## config.mk

```make
export PLATFORM = sky130hd
export DESIGN_NAME = shadow_tracker
export DESIGN_NICKNAME = d
export VERILOG_FILES = /design/src/rtl/shadow_pkg.sv /design/src/rtl/shadow_control.sv /design/src/rtl/shadow_datapath.sv /design/src/rtl/shadow_tracker.sv
export SDC_FILE = /design/constraint.sdc
export NUM_CORES = 1
export LEC_CHECK = 0
export BUFFER_PORTS_ARGS = -buffer_cell sky130_fd_sc_hd__buf_2
export CAP_MARGIN = 10
export CORE_MARGIN = 5
export CORE_UTILIZATION = 40
export DETAILED_ROUTE_END_ITERATION = 6
export PLACE_DENSITY = 0.65
export SYNTH_ARGS = -nofsm -noshare
export SYNTH_HDL_FRONTEND = slang
export SYNTH_SLANG_ARGS = --single-unit
```

## constraint.sdc

```tcl
create_clock -name clk -period 4.2 [get_ports clk]
set_clock_uncertainty 0.1 [all_clocks]
set_input_delay 0.63 -clock clk [delete_from_list [all_inputs] [get_ports clk]]
set_output_delay 0.63 -clock clk [all_outputs]
set_load 0.01 [all_outputs]
```

## src/rtl/shadow_pkg.sv

```systemverilog
package shadow_pkg;

  // Register lane indices
  localparam logic [1:0] REG_A = 2'd0;
  localparam logic [1:0] REG_X = 2'd1;
  localparam logic [1:0] REG_Y = 2'd2;
  localparam int         NREG  = 3;

  // Flag vector positions {N,V,Z,C}
  localparam int FL_N = 3;
  localparam int FL_V = 2;
  localparam int FL_Z = 1;
  localparam int FL_C = 0;
  localparam int NFLAG = 4;

  typedef enum logic [3:0] {
    K_NONE, K_LOAD, K_STORE, K_ALU, K_CMP, K_XFER, K_XSTK, K_STEP,
    K_RMW, K_SHIFTA, K_FLAG, K_BRANCH, K_BIT, K_STATUS
  } kind_e;

  // Strobes from decode control to the datapath
  typedef struct packed {
    kind_e      kind;
    logic [1:0] dst;      // register written or examined
    logic [1:0] src;      // source lane for copies
    logic [2:0] fn;       // operation variant (opcode bits 7:5)
    logic [1:0] flagSel;  // flag position for flag ops and branches
    logic       flagVal;  // value to set, or value tested when taken
    logic       bitMem;   // bit test with memory operand
  } strobe_t;

endpackage

```

## src/rtl/shadow_control.sv

```systemverilog
module shadow_control
  import shadow_pkg::*;
(
  input  logic       recValid,
  input  logic [7:0] recOp,
  output strobe_t    stb
);

  logic [2:0] grp;
  assign grp = recOp[7:5];

  always_comb begin
    stb = '0;
    stb.kind = K_NONE;
    stb.fn = grp;
    if (recValid) begin
      case (recOp)
        8'hA2, 8'hA6, 8'hAE, 8'hB6, 8'hBE: begin stb.kind = K_LOAD;  stb.dst = REG_X; end
        8'hA0, 8'hA4, 8'hAC, 8'hB4, 8'hBC: begin stb.kind = K_LOAD;  stb.dst = REG_Y; end
        8'h68:                             begin stb.kind = K_LOAD;  stb.dst = REG_A; end
        8'h86, 8'h8E, 8'h96:               begin stb.kind = K_STORE; stb.dst = REG_X; end
        8'h84, 8'h8C, 8'h94:               begin stb.kind = K_STORE; stb.dst = REG_Y; end
        8'h48:                             begin stb.kind = K_STORE; stb.dst = REG_A; end
        8'hAA: begin stb.kind = K_XFER; stb.dst = REG_X; stb.src = REG_A; end
        8'hA8: begin stb.kind = K_XFER; stb.dst = REG_Y; stb.src = REG_A; end
        8'h8A: begin stb.kind = K_XFER; stb.dst = REG_A; stb.src = REG_X; end
        8'h98: begin stb.kind = K_XFER; stb.dst = REG_A; stb.src = REG_Y; end
        8'hBA: begin stb.kind = K_XSTK; stb.dst = REG_X; end
        8'hE8: begin stb.kind = K_STEP; stb.dst = REG_X; stb.fn = 3'd0; end
        8'hC8: begin stb.kind = K_STEP; stb.dst = REG_Y; stb.fn = 3'd0; end
        8'hCA: begin stb.kind = K_STEP; stb.dst = REG_X; stb.fn = 3'd1; end
        8'h88: begin stb.kind = K_STEP; stb.dst = REG_Y; stb.fn = 3'd1; end
        8'hE0, 8'hE4, 8'hEC: begin stb.kind = K_CMP; stb.dst = REG_X; end
        8'hC0, 8'hC4, 8'hCC: begin stb.kind = K_CMP; stb.dst = REG_Y; end
        8'h0A, 8'h2A, 8'h4A, 8'h6A: begin stb.kind = K_SHIFTA; stb.dst = REG_A; end
        8'h18: begin stb.kind = K_FLAG; stb.flagSel = 2'(FL_C); stb.flagVal = 1'b0; end
        8'h38: begin stb.kind = K_FLAG; stb.flagSel = 2'(FL_C); stb.flagVal = 1'b1; end
        8'hB8: begin stb.kind = K_FLAG; stb.flagSel = 2'(FL_V); stb.flagVal = 1'b0; end
        8'h24, 8'h2C, 8'h34, 8'h3C: begin stb.kind = K_BIT; stb.dst = REG_A; stb.bitMem = 1'b1; end
        8'h89:                      begin stb.kind = K_BIT; stb.dst = REG_A; stb.bitMem = 1'b0; end
        8'h08, 8'h28:               stb.kind = K_STATUS;
        default: begin
          if (recOp[1:0] == 2'b01) begin
            stb.dst = REG_A;
            case (grp)
              3'b100:  stb.kind = K_STORE;
              3'b101:  stb.kind = K_LOAD;
              3'b110:  stb.kind = K_CMP;
              default: stb.kind = K_ALU;
            endcase
          end else if (recOp[4:0] == 5'b10000) begin
            stb.kind    = K_BRANCH;
            stb.flagVal = recOp[5];
            case (recOp[7:6])
              2'b00:   stb.flagSel = 2'(FL_N);
              2'b01:   stb.flagSel = 2'(FL_V);
              2'b10:   stb.flagSel = 2'(FL_C);
              default: stb.flagSel = 2'(FL_Z);
            endcase
          end else if (recOp[1:0] == 2'b10 && recOp[2] &&
                       grp != 3'b100 && grp != 3'b101) begin
            stb.kind = K_RMW;
          end
        end
      endcase
    end
  end

endmodule

```

## src/rtl/shadow_datapath.sv

```systemverilog
module shadow_datapath
  import shadow_pkg::*;
#(
  parameter int DW = 8
) (
  input  logic          clk,
  input  logic          rstN,
  input  strobe_t       stb,
  input  logic [DW-1:0] busByte,
  input  logic          taken,
  output logic [DW-1:0] aVal,
  output logic          aKnown,
  output logic [DW-1:0] xVal,
  output logic          xKnown,
  output logic [DW-1:0] yVal,
  output logic          yKnown,
  output logic [NFLAG-1:0] fv,
  output logic [NFLAG-1:0] fk
);

  localparam int MSB = DW - 1;

  logic [DW-1:0] rv [NREG];
  logic          rk [NREG];

  logic [DW-1:0] srcV, dstV, wrV, res, opB;
  logic          srcK, dstK, wr, wrK, okK, arith, rot, left, cin, cout;
  logic [DW:0]   sum;
  logic [NFLAG-1:0] nf, nfk;

  // Source and destination lane muxes
  always_comb begin
    case (stb.src)
      REG_X:   begin srcV = rv[1]; srcK = rk[1]; end
      REG_Y:   begin srcV = rv[2]; srcK = rk[2]; end
      default: begin srcV = rv[0]; srcK = rk[0]; end
    endcase
    case (stb.dst)
      REG_X:   begin dstV = rv[1]; dstK = rk[1]; end
      REG_Y:   begin dstV = rv[2]; dstK = rk[2]; end
      default: begin dstV = rv[0]; dstK = rk[0]; end
    endcase
  end

  // Next-state computation
  always_comb begin
    wr = 1'b0; wrV = dstV; wrK = dstK;
    nf = fv; nfk = fk;
    res = '0; sum = '0; opB = busByte; okK = 1'b0;
    arith = 1'b0; rot = 1'b0; left = 1'b0; cin = 1'b0; cout = 1'b0;
    case (stb.kind)
      K_LOAD: begin
        wr = 1'b1; wrV = busByte; wrK = 1'b1;
        nf[FL_N] = busByte[MSB]; nf[FL_Z] = (busByte == '0);
        nfk[FL_N] = 1'b1; nfk[FL_Z] = 1'b1;
      end
      K_STORE: begin
        wr = 1'b1; wrV = busByte; wrK = 1'b1;
      end
      K_XFER: begin
        wr = 1'b1; wrV = srcV; wrK = srcK;
        nf[FL_N] = srcV[MSB]; nf[FL_Z] = (srcV == '0);
        nfk[FL_N] = srcK; nfk[FL_Z] = srcK;
      end
      K_XSTK: begin
        wr = 1'b1; wrK = 1'b0;
        nfk[FL_N] = 1'b0; nfk[FL_Z] = 1'b0;
      end
      K_STEP: begin
        wr = 1'b1;
        wrV = stb.fn[0] ? dstV - 1'b1 : dstV + 1'b1;
        nf[FL_N] = wrV[MSB]; nf[FL_Z] = (wrV == '0);
        nfk[FL_N] = dstK; nfk[FL_Z] = dstK;
      end
      K_CMP: begin
        sum = {1'b0, dstV} - {1'b0, busByte};
        nf[FL_C] = ~sum[DW]; nf[FL_N] = sum[MSB]; nf[FL_Z] = (sum[MSB:0] == '0);
        nfk[FL_C] = dstK; nfk[FL_N] = dstK; nfk[FL_Z] = dstK;
      end
      K_ALU: begin
        arith = (stb.fn == 3'b011) || (stb.fn == 3'b111);
        opB   = (stb.fn == 3'b111) ? ~busByte : busByte;
        sum   = {1'b0, dstV} + {1'b0, opB} + {{DW{1'b0}}, fv[FL_C]};
        case (stb.fn)
          3'b000:  res = dstV | busByte;
          3'b001:  res = dstV & busByte;
          3'b010:  res = dstV ^ busByte;
          default: res = sum[MSB:0];
        endcase
        okK = dstK & (~arith | fk[FL_C]);
        wr = 1'b1; wrV = res; wrK = okK;
        nf[FL_N] = res[MSB]; nf[FL_Z] = (res == '0);
        nfk[FL_N] = okK; nfk[FL_Z] = okK;
        if (arith) begin
          nf[FL_C]  = sum[DW];
          nf[FL_V]  = (dstV[MSB] == opB[MSB]) && (res[MSB] != dstV[MSB]);
          nfk[FL_C] = okK; nfk[FL_V] = okK;
        end
      end
      K_SHIFTA: begin
        rot  = stb.fn[0];
        left = ~stb.fn[1];
        cin  = rot & fv[FL_C];
        res  = left ? {dstV[MSB-1:0], cin} : {cin, dstV[MSB:1]};
        cout = left ? dstV[MSB] : dstV[0];
        okK  = dstK & (~rot | fk[FL_C]);
        wr = 1'b1; wrV = res; wrK = okK;
        nf[FL_N] = res[MSB]; nf[FL_Z] = (res == '0); nf[FL_C] = cout;
        nfk[FL_N] = okK; nfk[FL_Z] = okK; nfk[FL_C] = okK;
      end
      K_RMW: begin
        nf[FL_N] = busByte[MSB]; nf[FL_Z] = (busByte == '0);
        nfk[FL_N] = 1'b1; nfk[FL_Z] = 1'b1;
        if (!stb.fn[2]) nfk[FL_C] = 1'b0;
      end
      K_FLAG: begin
        nf[stb.flagSel] = stb.flagVal; nfk[stb.flagSel] = 1'b1;
      end
      K_BRANCH: begin
        nf[stb.flagSel] = taken ? stb.flagVal : ~stb.flagVal;
        nfk[stb.flagSel] = 1'b1;
      end
      K_BIT: begin
        nf[FL_Z] = ((dstV & busByte) == '0); nfk[FL_Z] = dstK;
        if (stb.bitMem) begin
          nf[FL_N] = busByte[MSB]; nf[FL_V] = busByte[MSB-1];
          nfk[FL_N] = 1'b1; nfk[FL_V] = 1'b1;
        end
      end
      K_STATUS: begin
        nf  = {busByte[MSB], busByte[MSB-1], busByte[1], busByte[0]};
        nfk = '1;
      end
      default: ;
    endcase
  end

  // One register lane per tracked register
  for (genvar i = 0; i < NREG; i++) begin : g_lane
    logic [DW-1:0] laneV;
    logic          laneK;
    always_ff @(posedge clk or negedge rstN) begin
      if (!rstN) begin
        laneV <= '0;
        laneK <= 1'b0;
      end else if (wr && stb.dst == 2'(i)) begin
        laneV <= wrV;
        laneK <= wrK;
      end
    end
    assign rv[i] = laneV;
    assign rk[i] = laneK;
  end

  always_ff @(posedge clk or negedge rstN) begin
    if (!rstN) begin
      fv <= '0;
      fk <= '0;
    end else begin
      fv <= nf;
      fk <= nfk;
    end
  end

  assign aVal = rv[0]; assign aKnown = rk[0];
  assign xVal = rv[1]; assign xKnown = rk[1];
  assign yVal = rv[2]; assign yKnown = rk[2];

  AST_IDLE_HOLD: assert property (@(posedge clk) disable iff (!rstN)
    stb.kind == K_NONE |=> $stable({aKnown, xKnown, yKnown, fk, fv, aVal, xVal, yVal}));
  AST_LOAD_A: assert property (@(posedge clk) disable iff (!rstN)
    stb.kind == K_LOAD && stb.dst == REG_A |=> aKnown && aVal == $past(busByte));
  AST_STORE_FLAGS: assert property (@(posedge clk) disable iff (!rstN)
    stb.kind == K_STORE |=> $stable(fv) && $stable(fk));
  AST_BRANCH_CARRY: assert property (@(posedge clk) disable iff (!rstN)
    stb.kind == K_BRANCH && stb.flagSel == 2'(FL_C) |=> fk[FL_C]);
  AST_STATUS_ALL: assert property (@(posedge clk) disable iff (!rstN)
    stb.kind == K_STATUS |=> fk == '1);
  AST_RMW_REGS: assert property (@(posedge clk) disable iff (!rstN)
    stb.kind == K_RMW |=> $stable({aVal, xVal, yVal, aKnown, xKnown, yKnown}));

endmodule

```

## src/rtl/shadow_tracker.sv

```systemverilog
module shadow_tracker
  import shadow_pkg::*;
#(
  parameter int DW = 8
) (
  input  logic          clk,
  input  logic          rstN,
  input  logic          recValid,
  input  logic [7:0]    recOp,
  input  logic [DW-1:0] recData,
  input  logic          recTaken,
  output logic [DW-1:0] shadowA,
  output logic          shadowAKnown,
  output logic [DW-1:0] shadowX,
  output logic          shadowXKnown,
  output logic [DW-1:0] shadowY,
  output logic          shadowYKnown,
  output logic [3:0]    flags,
  output logic [3:0]    flagsKnown
);

  strobe_t stb;

  shadow_control u_ctrl (
    .recValid (recValid),
    .recOp    (recOp),
    .stb      (stb)
  );

  shadow_datapath #(.DW(DW)) u_dp (
    .clk     (clk),
    .rstN    (rstN),
    .stb     (stb),
    .busByte (recData),
    .taken   (recTaken),
    .aVal    (shadowA),
    .aKnown  (shadowAKnown),
    .xVal    (shadowX),
    .xKnown  (shadowXKnown),
    .yVal    (shadowY),
    .yKnown  (shadowYKnown),
    .fv      (flags),
    .fk      (flagsKnown)
  );

  AST_STACK_COPY_QUIET: assert property (@(posedge clk) disable iff (!rstN)
    recValid && recOp == 8'h9A |=> $stable({shadowA, shadowX, shadowY, shadowAKnown,
                                            shadowXKnown, shadowYKnown, flags, flagsKnown}));
  AST_STACK_READ_UNKNOWN: assert property (@(posedge clk) disable iff (!rstN)
    recValid && recOp == 8'hBA |=> !shadowXKnown && !flagsKnown[3] && !flagsKnown[1]);

endmodule

```

==> results of run 1 <==
path summary, 6_finish.rpt:
check,endpoint,slack [ps]
worst max-delay path,u_dp.fv[3]$_DFFE_PN0P_,-430
worst min-delay path,u_dp.yVal[2]$_DFFE_PN0P_,340
worst max register to register,u_dp.fv[1]$_DFFE_PN0P_,700
worst min register to register,u_dp.fk[2]$_DFFE_PN0P_,440
max in group asynchronous,u_dp.fk[1]$_DFFE_PN0P_,3120
min in group clk,u_dp.fk[2]$_DFFE_PN0P_,440
where the power goes:
group | total, mW | switching, mW | internal, mW | leakage [nW]
logic | 2.97 | 1.48 | 1.49 | 3.21
clock network | 0.442 | 0.162 | 0.280 | 0.0838
registers | 0.585 | 0.143 | 0.442 | 0.454
cells by family (layout without fill, tap and decap cells):
group                    count (synthesis)  in the layout  share of synthesized area
AO/OA/AOI/OAI                          243            243                      0.314
XOR/XNOR                                27             27                     0.0436
adder cells (fa/ha/maj)                 49             49                      0.117
multiplexers                            31             31                     0.0630
AND/OR/NAND/NOR                        245            245                      0.238
flip-flops                              35             35                      0.162
buffers and inverters                   80            315                     0.0625
final cells by class:
type	count	area, um2	share of cell area
clock buffer	5	125	0.0149
clock inverter	3	43.8	0.00522
inverter	43	176	0.0210
multi-input combinational	595	4930	0.588
sequential	35	876	0.104
tap	176	220	0.0263
timing repair buffer	264	2010	0.240
worst max-delay path, stage by stage:
cell and delay [ps]:
buf_8 90, ha_4 130, nor2b_4 150, nand3_2 90, nor2_2 100, a31oi_1 40
nor2_1 140, a21oi_2 60, nor2_2 150, inv_2 70, ha_4 170, buf_8 130
a22oi_2 250, o21ai_4 140, buf_6 140, ha_4 240, nor2b_4 120, a311oi_2 280
buf_4 180, o21ai_4 70, nor4_4 300, nor3_2 80, xor2_2 220, o311ai_2 310
a41oi_2 140, mux2_4 270
cells in the final DEF, fill, tap and decap left out, types with 5 or more instances in the layout:
cell type  Yosys  layout
a221oi_1       7       5
buf_6          1      15
nand2_1       68      64
mux2i_1        6       6
xnor2_1       20      18
buf_12         0       6
a211oi_1       7       5
nand2b_1      10       8
mux2_2        25      16
or3_1          8       7
a22oi_1       19      14
nor2_1        58      54
o21ai_1        9       7
clkbuf_16      0       5
buf_2         13      47
o21ai_2        0       5
ha_1          46      30
a21oi_2        0       9
a21oi_1       56      45
a31oi_1        9       9
nand3_1       18      17
nor3_1        19      15
nand4_1        8       8
a22oi_2        0       5
nor4_1         9       7
o21ai_0       39      32
mux2_4         0       9
ha_4           0      15
buf_4          4     194
and3_1         5       5
o21a_1         5       5
o21bai_1       7       7
a21o_1         7       7
o22ai_1        5       5
o211ai_1      12      12
inv_1         41      38
dfrtp_1       35      35
metrics by stage:
step	worst slack, ps	hold WS (ps)	setup TNS [ps]	util	total power [mW]
4_1_cts	-327	354	-3940	0.608	3.77
5_1_grt	-604	394	-9780	0.633	4.24
3_3_place_gp	-906	413	-17550	0.548	3.00
2_1_floorplan	-649	234	-7850	-	1.96
6_report	-430	338	-5030	0.633	4.00
3_5_place_dp	-979	436	-18600	0.548	3.03
sequential cells by signal (all words and copies together) (netlist names):
register	flops
u_dp.yKnown	1
u_dp.aVal	8
u_dp.aKnown	1
u_dp.xKnown	1
u_dp.fk	4
u_dp.xVal	8
u_dp.fv	4
u_dp.yVal	8
metal layers:
metal	wire length, um	global-route usage
met5	7	0
met4	900	0.107
met3	1820	0.0572
met2	10700	0.445
met1	10100	0.380
repair_timing:
item	4_1_cts	5_1_grt
setup endpoints to repair	28	31
cloned	0	0
hold buffers	0	0
pin swaps	50	60
setup buffers	28	12
resized for setup	85	50
==> summary.md, run 1 <==
| Metric | Value |
|---|---|
| CP Class | `input port to register` |
| Pwr dens | `477 mW/mm2` |
| Failing checks | `setup timing` |
| WP data required | `4280 ps` |
| Synth warn | `0` |
| Initial antenna violation count | `1` |
| Critical path launch point | `recOp[7]` |
| CTS Buf Count | `5` |
| Placed Cells | `1077` |
| Via count of the first global-routing pass | `6737` |
| Post-DP HPWL | `18100 um` |
| Reg clk slew, reported paths | `60 ps` |
| Initial DRC count | `662` |
| Hold crit path type | `input port to async pin` |
| Syn nets | `779` |
| Core Footprint | `0.0132 mm2` |
| DRT Pass-1 Iters | `5` |
| Total die area | `0.0160 mm2` |
| WL final | `23500 um` |
| Tcrit/Tclk final | `1.10` |
| DR DRC count | `0` |
| Final setup vio count | `22` |
| R2r worst-path depth | `13` |
| Highest clock rate | `0.216 GHz` |
| DR vias/cell | `6.11` |
| Antenna Nets Post-Route | `0` |
| Count leader, synth | `nand2_1` |
| GRT overflow | `0` |
| Register area share after synthesis | `0.162` |
| Number of max-cap violations | `0` |
| Post-synth cell types | `87` |
| Post-Syn Instances | `710` |
| PnR worst setup slack | `-430 ps` |
| CTS root buffer | `clkbuf_16` |
| Final hold vios | `0` |
| Placed inst area | `0.00726 mm2` |
| Ys async rst share | `1.00` |
| Largest net degree at the start of global routing | `36` |
| FF-to-FF Start | `u_dp.yVal[0]$_DFFE_PN0P_` |
| Top cell type by total area after synthesis | `dfrtp_1` |
| # IOs | `55` |
| Die Width | `126 um` |
| EDFF count, synth | `0` |
| First-pass GRT wire length | `36500 um` |
| WP data arrival | `4710 ps` |
| DR vias | `6848` |
| Clock Sinks | `35` |
| Finished Layout Cells | `1121` |
| Max Slew Vio Count | `0` |
| Worst-Skew Late Latency | `290 ps` |
| Post-route cell area | `0.00838 mm2` |
| CP endpoint kind | `register` |
| N_diodes | `0` |
| Synth area leaders | `dfrtp_1, ha_1, mux2_2` |
| DR WL/cell | `21.0 um` |
| Max Root-Sink Buffers | `2` |
| Worst-path maximum fanout | `5` |
| RSZ-0062 raised after global routing | `true` |
| FP Rows | `42` |
| Worst-margin pin slew | `886 ps` |
| Synth Area per Inst | `7.64 um2` |
| Maximum vdd ir drop | `0.392 mV` |
| Top FF cell, synth | `dfrtp_1` |
| Overall global routing resource usage | `0.282` |
| Area share of the largest cell type after synthesis | `0.162` |
| Starting density of the core | `0.409` |
| CTS tree | `built` |
| Chip Height | `126 um` |
| Final Critical Period | `4630 ps` |
| Leak | `3.75 nW` |
| Most frequent cells after synthesis | `nand2_1, nor2_1, a21oi_1, ha_1, inv_1` |
| Synthesis-to-finish area growth | `54.7%` |
| Share of cells above drive strength 1 | `0.440` |
| Filler cell count | `1131` |
| Cell Area, Synth | `0.00542 mm2` |
| Outcome | `finished with violations` |
| Relative slew margins | `0.403` |
| NumNets Final | `1013` |
| Synthesis-stage register bit count | `35` |
| Crit start category | `input port` |
| IO Port Bufs | `54` |
| RePlAce Congestion | `1.01` |
| Max H-tree Level | `2` |
Note: power is estimated with default switching activity, not from simulation.
==> inputs of run 2 (changes only) <==
Clock period 4.2 ns to 5.3 ns, I/O delays scaled along.
==> summary.md, run 2 (same netlist as run 1, synthesis figures left out) <==
| Metric | Value |
|---|---|
| NumNets Final | `873` |
| IO Port Bufs | `54` |
| Worst-path maximum fanout | `5` |
| R2R Setup Slk | `1670 ps` |
| FF-to-FF Start | `u_dp.yVal[0]$_DFFE_PN0P_` |
| Initial DRC count | `762` |
| Final setup vio count | `0` |
| CTS tree | `built` |
| First-pass GRT wire length | `32900 um` |
| Failing checks | `DRC` |
| Largest net degree at the start of global routing | `36` |
| Post-DP HPWL | `16400 um` |
| Antenna Nets Post-Route | `0` |
| Finished Layout Cells | `981` |
| Utilization after layout | `0.488` |
| Relative slew margins | `0.353` |
| Hold crit path type | `register to register` |
| DRT Pass-1 Iters | `7` |
| WP data arrival | `5190 ps` |
| Share of cells above drive strength 1 | `0.237` |
| Highest clock rate | `0.197 GHz` |
| CP Class | `input port to register` |
| Post-CTS setup buffer count | `0` |
| Via count of the first global-routing pass | `6096` |
| Outcome | `finished with violations` |
| Post-route cell area | `0.00646 mm2` |
| WP data required | `5410 ps` |
| Tcrit/Tclk final | `0.960` |
| Leak | `2.87 nW` |
| Final hold slack | `464 ps` |
| Chip Height | `126 um` |
| # IOs | `55` |
| Initial antenna violation count | `0` |
| Maximum vdd ir drop | `0.308 mV` |
| Total die area | `0.0160 mm2` |
| Crit start category | `input port` |
| Most frequent cells in the layout | `buf_4, nand2_1, nor2_1, a21oi_1, buf_2` |
| CTS Buf Count | `5` |
| RePlAce Congestion | `1.02` |
| Pwr dens | `380 mW/mm2` |
| Die Width | `126 um` |
| DR DRC count | `9` |
| CP endpoint kind | `register` |
| Max H-tree Level | `2` |
| Clk pwr share | `0.140` |
| N_diodes | `0` |
| DR vias | `6253` |
| Worst-Skew Late Latency | `290 ps` |
| Commonest non-fill, non-tap cell in the layout | `buf_4` |
| Reg clk slew, reported paths | `60 ps` |
| Switching pwr | `1.17 mW` |
| Final hold vios | `0` |
| Final Critical Period | `5090 ps` |
| Switching part of the total | `0.479` |
| Number of max-cap violations | `0` |
| R2R Path End | `u_dp.fv[1]$_DFFE_PN0P_` |
| Worst-margin pin slew | `963 ps` |
| DR WL/cell | `21.3 um` |
| Clock Sinks | `35` |
| WL final | `20900 um` |
| Max Slew Vio Count | `0` |
| Placed inst area | `0.00626 mm2` |
| Max Root-Sink Buffers | `2` |
| Int Power | `1.28 mW` |
| Seq pwr share | `0.185` |
| Setup crit end | `u_dp.fv[1]$_DFFE_PN0P_` |
| Critical path launch point | `recOp[6]` |
| DR vias/cell | `6.37` |
| Placed Cells | `973` |
| Synthesis-to-finish area growth | `19.2%` |
| Gate power share | `0.675` |
| Overall global routing resource usage | `0.252` |
| Starting density of the core | `0.409` |
| FP Rows | `42` |
| CTS root buffer | `clkbuf_16` |
| Core Footprint | `0.0132 mm2` |
| GRT overflow | `0` |
| R2r worst-path depth | `13` |
==> run 2: cell count changes in the layout (fill, tap and decap cells not counted), sizes merged <==
| cell | change |
|---|---|
| buf | -140 |
==> run 2: worst min path at each step <==
stage                                   startpoint                        to  slack, ps  cells past startpoint
after detailed placement    u_dp.fv[3]$_DFFE_PN0P_    u_dp.fv[3]$_DFFE_PN0P_        450                      1
after floorplan                               rstN   u_dp.aKnown$_DFFE_PN0P_        400                      0
after CTS                  u_dp.xKnown$_DFFE_PN0P_   u_dp.xKnown$_DFFE_PN0P_        460                      1
after global placement    u_dp.xVal[7]$_DFFE_PN0P_  u_dp.xVal[7]$_DFFE_PN0P_        440                      1
final                       u_dp.fv[3]$_DFFE_PN0P_    u_dp.fv[3]$_DFFE_PN0P_        460                      1
after global routing       u_dp.xKnown$_DFFE_PN0P_   u_dp.xKnown$_DFFE_PN0P_        480                      1
==> run 2: area by class of cell <==
type / count / area, um2
clock buffers: 5 / 125
clock inverters: 3 / 43.8
fillers: 1374 / 6780
inverters: 43 / 161
multi-input cells: 595 / 4240
flip-flops and latches: 35 / 876
well taps: 176 / 220
repair buffers: 124 / 796
==> run 2: worst max-delay path: stages <==
cell and delay, ps:
buf_2 110, ha_1 210, nor2b_1 140, nand3_1 80, nor2_1 40, a31oi_1 150
nor2_1 60, a21oi_1 200, nor2_1 100, ha_1 360, a221o_1 300, and2_4 200
inv_2 90, nand2_1 70, fa_1 420, a21o_1 210, a21oi_2 200, xnor2_1 80
or4_1 490, or4_1 430, nor3_2 200, a21oi_1 70, a31oi_1 180
==> run 2: metrics by stage <==
stage / setup slack [ps] / TNS [ps] / total power, mW
after floorplan: 10.8 / 0 / 1.44
after global placement: -278 / -278 / 2.01
after detailed placement: -327 / -1180 / 2.04
after CTS: 13.1 / 0 / 2.39
after global routing: -30.7 / -86.4 / 2.62
final: 215 / 0 / 2.45
==> run 2: power groups by stage <==
stage / Combinational (mW) / Sequential, mW / Clock, mW
5_1_grt: 1.80 / 0.464 / 0.355
2_1_floorplan: 0.978 / 0.462 / 0
3_3_place_gp: 1.56 / 0.450 / 0
3_5_place_dp: 1.59 / 0.453 / 0
6_report: 1.66 / 0.455 / 0.343
4_1_cts: 1.60 / 0.450 / 0.343
==> run 2: metal layers <==
metal / global-route usage / vias up / routed length (um)
li1: - / 2856 / -
met1: 0.335 / 3005 / 8840
met5: 0 / - / 0
met3: 0.0366 / 62 / 1740
met4: 0.0959 / 0 / 771
met2: 0.413 / 330 / 9530
==> run 2: what timing repair did <==
item	CTS	global route
pin swaps	0	3
hold buffers	0	0
endpoints found under the setup margin	1	8
gates resized for setup	1	12
==> inputs of run 3 (changes only) <==
--- a/config.mk
+++ b/config.mk
@@ -8,8 +8,10 @@
 export BUFFER_PORTS_ARGS = -buffer_cell sky130_fd_sc_hd__buf_2
 export CAP_MARGIN = 10
+export CORE_ASPECT_RATIO = 1.75
 export CORE_MARGIN = 5
 export CORE_UTILIZATION = 40
 export DETAILED_ROUTE_END_ITERATION = 6
 export PLACE_DENSITY = 0.65
+export RECOVER_POWER = 50
 export SYNTH_ARGS = -nofsm -noshare
 export SYNTH_HDL_FRONTEND = slang
==> constraint.sdc (replaced) <==
create_clock -name clk -period 5.3 [get_ports clk]
set_clock_uncertainty 0.1 [all_clocks]
set_input_delay 1.06 -clock clk [delete_from_list [all_inputs] [get_ports clk]]
set_output_delay 1.06 -clock clk [all_outputs]
set_load 0.01 [all_outputs]
==> summary.md, run 3 (same netlist as run 1, synthesis figures left out) <==
| Metric | Value |
|---|---|
| Worst-path maximum fanout | `9` |
| Maximum vdd ir drop | `0.284 mV` |
| First-pass GRT wire length | `34700 um` |
| Highest clock rate | `0.195 GHz` |
| Max Root-Sink Buffers | `2` |
| Crit start category | `input port` |
| Final Critical Period | `5140 ps` |
| Pwr dens | `383 mW/mm2` |
| Leak | `3.03 nW` |
| Max Slew Vio Count | `36` |
| CTS root buffer | `clkbuf_16` |
| Final hold vios | `0` |
| R2R Path End | `u_dp.fv[1]$_DFFE_PN0P_` |
| GRT overflow | `0` |
| DR WL/cell | `21.6 um` |
| Hold crit path type | `register to register` |
| RePlAce Congestion | `1.01` |
| Share of cells above drive strength 1 | `0.277` |
| DR vias/cell | `6.40` |
| Most frequent cells in the layout | `buf_4, nand2_1, nor2_1, a21oi_1, ha_1` |
| CP Class | `input port to register` |
| FF-to-FF Start | `u_dp.yVal[0]$_DFFE_PN0P_` |
| Commonest non-fill, non-tap cell in the layout | `buf_4` |
| CP endpoint kind | `register` |
| DR DRC count | `5` |
| Overall global routing resource usage | `0.269` |
| R2r worst-path depth | `14` |
| Initial antenna violation count | `0` |
| DR vias | `6521` |
| Outcome | `finished with violations` |
| Worst-Skew Late Latency | `280 ps` |
| # IOs | `55` |
| Core Footprint | `0.0134 mm2` |
| WL final | `22100 um` |
| Synthesis-to-finish area growth | `27.2%` |
| WP data arrival | `5200 ps` |
| Die Width | `98.0 um` |
| Final hold slack | `471 ps` |
| WP data required | `5360 ps` |
| FP Rows | `56` |
| Final setup vio count | `0` |
| CTS tree | `built` |
| N_diodes | `0` |
| Largest net degree at the start of global routing | `36` |
| Reg clk slew, reported paths | `60 ps` |
| # hold bufs at CTS | `0` |
| DP Worst Slack | `-312 ps` |
| Worst-margin pin slew | `1990 ps` |
| Initial DRC count | `487` |
| Starting density of the core | `0.405` |
| Hold Crit Depth | `2` |
| IO Port Bufs | `54` |
| DRT Pass-1 Iters | `7` |
| Hold Crit Endpoint | `u_dp.fk[2]$_DFFE_PN0P_` |
| Clock Sinks | `35` |
| Relative slew margins | `-0.327` |
| Number of max-cap violations | `1` |
| PnR worst setup slack | `162 ps` |
| Antenna Nets Post-Route | `0` |
| CTS Buf Count | `5` |
| Tcrit/Tclk final | `0.969` |
| Chip Height | `164 um` |
| Via count of the first global-routing pass | `6625` |
| R2R Setup Slk | `1770 ps` |
| Failing checks | `DRC, capacitance limit, slew limit` |
| Post-DP HPWL | `17900 um` |
| Max H-tree Level | `2` |
| Total die area | `0.0161 mm2` |
| HP Start | `u_dp.fk[2]$_DFFE_PN0P_` |
| NumNets Final | `913` |
| Utilization after layout | `0.515` |
run 3: worst max-delay path, cell delays in order:
cell,delay [ps]
buf_2,150
nand2b_1,150
a32o_1,260
a31oi_1,170
nor2_1,90
a21oi_2,160
nor2_4,70
ha_4,170
buf_4,160
a22oi_1,140
o21ai_0,110
buf_4,170
buf_4,170
ha_1,300
nand2_1,80
or3_1,310
o221a_2,310
o21a_1,200
o211ai_2,270
o21ba_2,190
o211ai_1,170
mux2_2,310
run 3: where the power goes:
part	leakage, nW	total (mW)	switching, mW	internal [mW]
logic	2.51	1.89	1.03	0.864
clock network	0.0664	0.294	0.119	0.176
registers	0.454	0.461	0.110	0.350
total	3.03	2.64	1.25	1.39
run 3: timing repair:
action	in CTS	in global routing
pin swaps	0	15
setup buffers	0	1
setup endpoints to repair	3	22
gates resized for setup	2	33
run 3: worst max path at each step:
stage                     startpoint                  endpoint  slack, ps  cells after the start
after floorplan             recOp[5]    u_dp.fv[1]$_DFFE_PN0P_        0.7                     24
after global placement      recOp[6]  u_dp.xVal[6]$_DFFE_PN0P_       -170                     26
after detailed placement    recOp[3]  u_dp.yVal[6]$_DFFE_PN0P_       -310                     24
after CTS                   recOp[2]  u_dp.xVal[7]$_DFFE_PN0P_         20                     24
after global routing        recOp[7]  u_dp.aVal[2]$_DFFE_PN0P_        -40                     24
final                       recOp[3]  u_dp.xVal[7]$_DFFE_PN0P_        160                     22
run 3: cell type report:
| class | instances | area [um2] |
|---|---|---|
| clock buffer | 5 | 125 |
| clock inverter | 3 | 23.8 |
| fill | 1315 | 6490 |
| inverter | 43 | 169 |
| multi-input combinational | 595 | 4360 |
| sequential | 35 | 876 |
| tap | 174 | 218 |
| timing repair buffer | 164 | 1120 |
run 3: through the flow:
step / total power, mW / cell area [um2] / cells / setup TNS, ps
floorplan: 1.46 / 5510 / 710 / 0
global placement: 2.23 / 6610 / 1009 / -1800
detailed placement: 2.26 / 6610 / 1009 / -3810
CTS: 2.56 / 6760 / 1017 / 0
global route: 2.82 / 6900 / 1019 / -147
finish: 2.64 / 6900 / 1019 / 0
run 3: routing by layer:
metal / global-route usage / vias up / routed length (um)
met2: 0.501 / 331 / 11500
met5: 0 / - / 0
met4: 0.188 / 0 / 1770
met3: 0.0242 / 114 / 1090
li1: - / 2936 / -
met1: 0.280 / 3140 / 7650
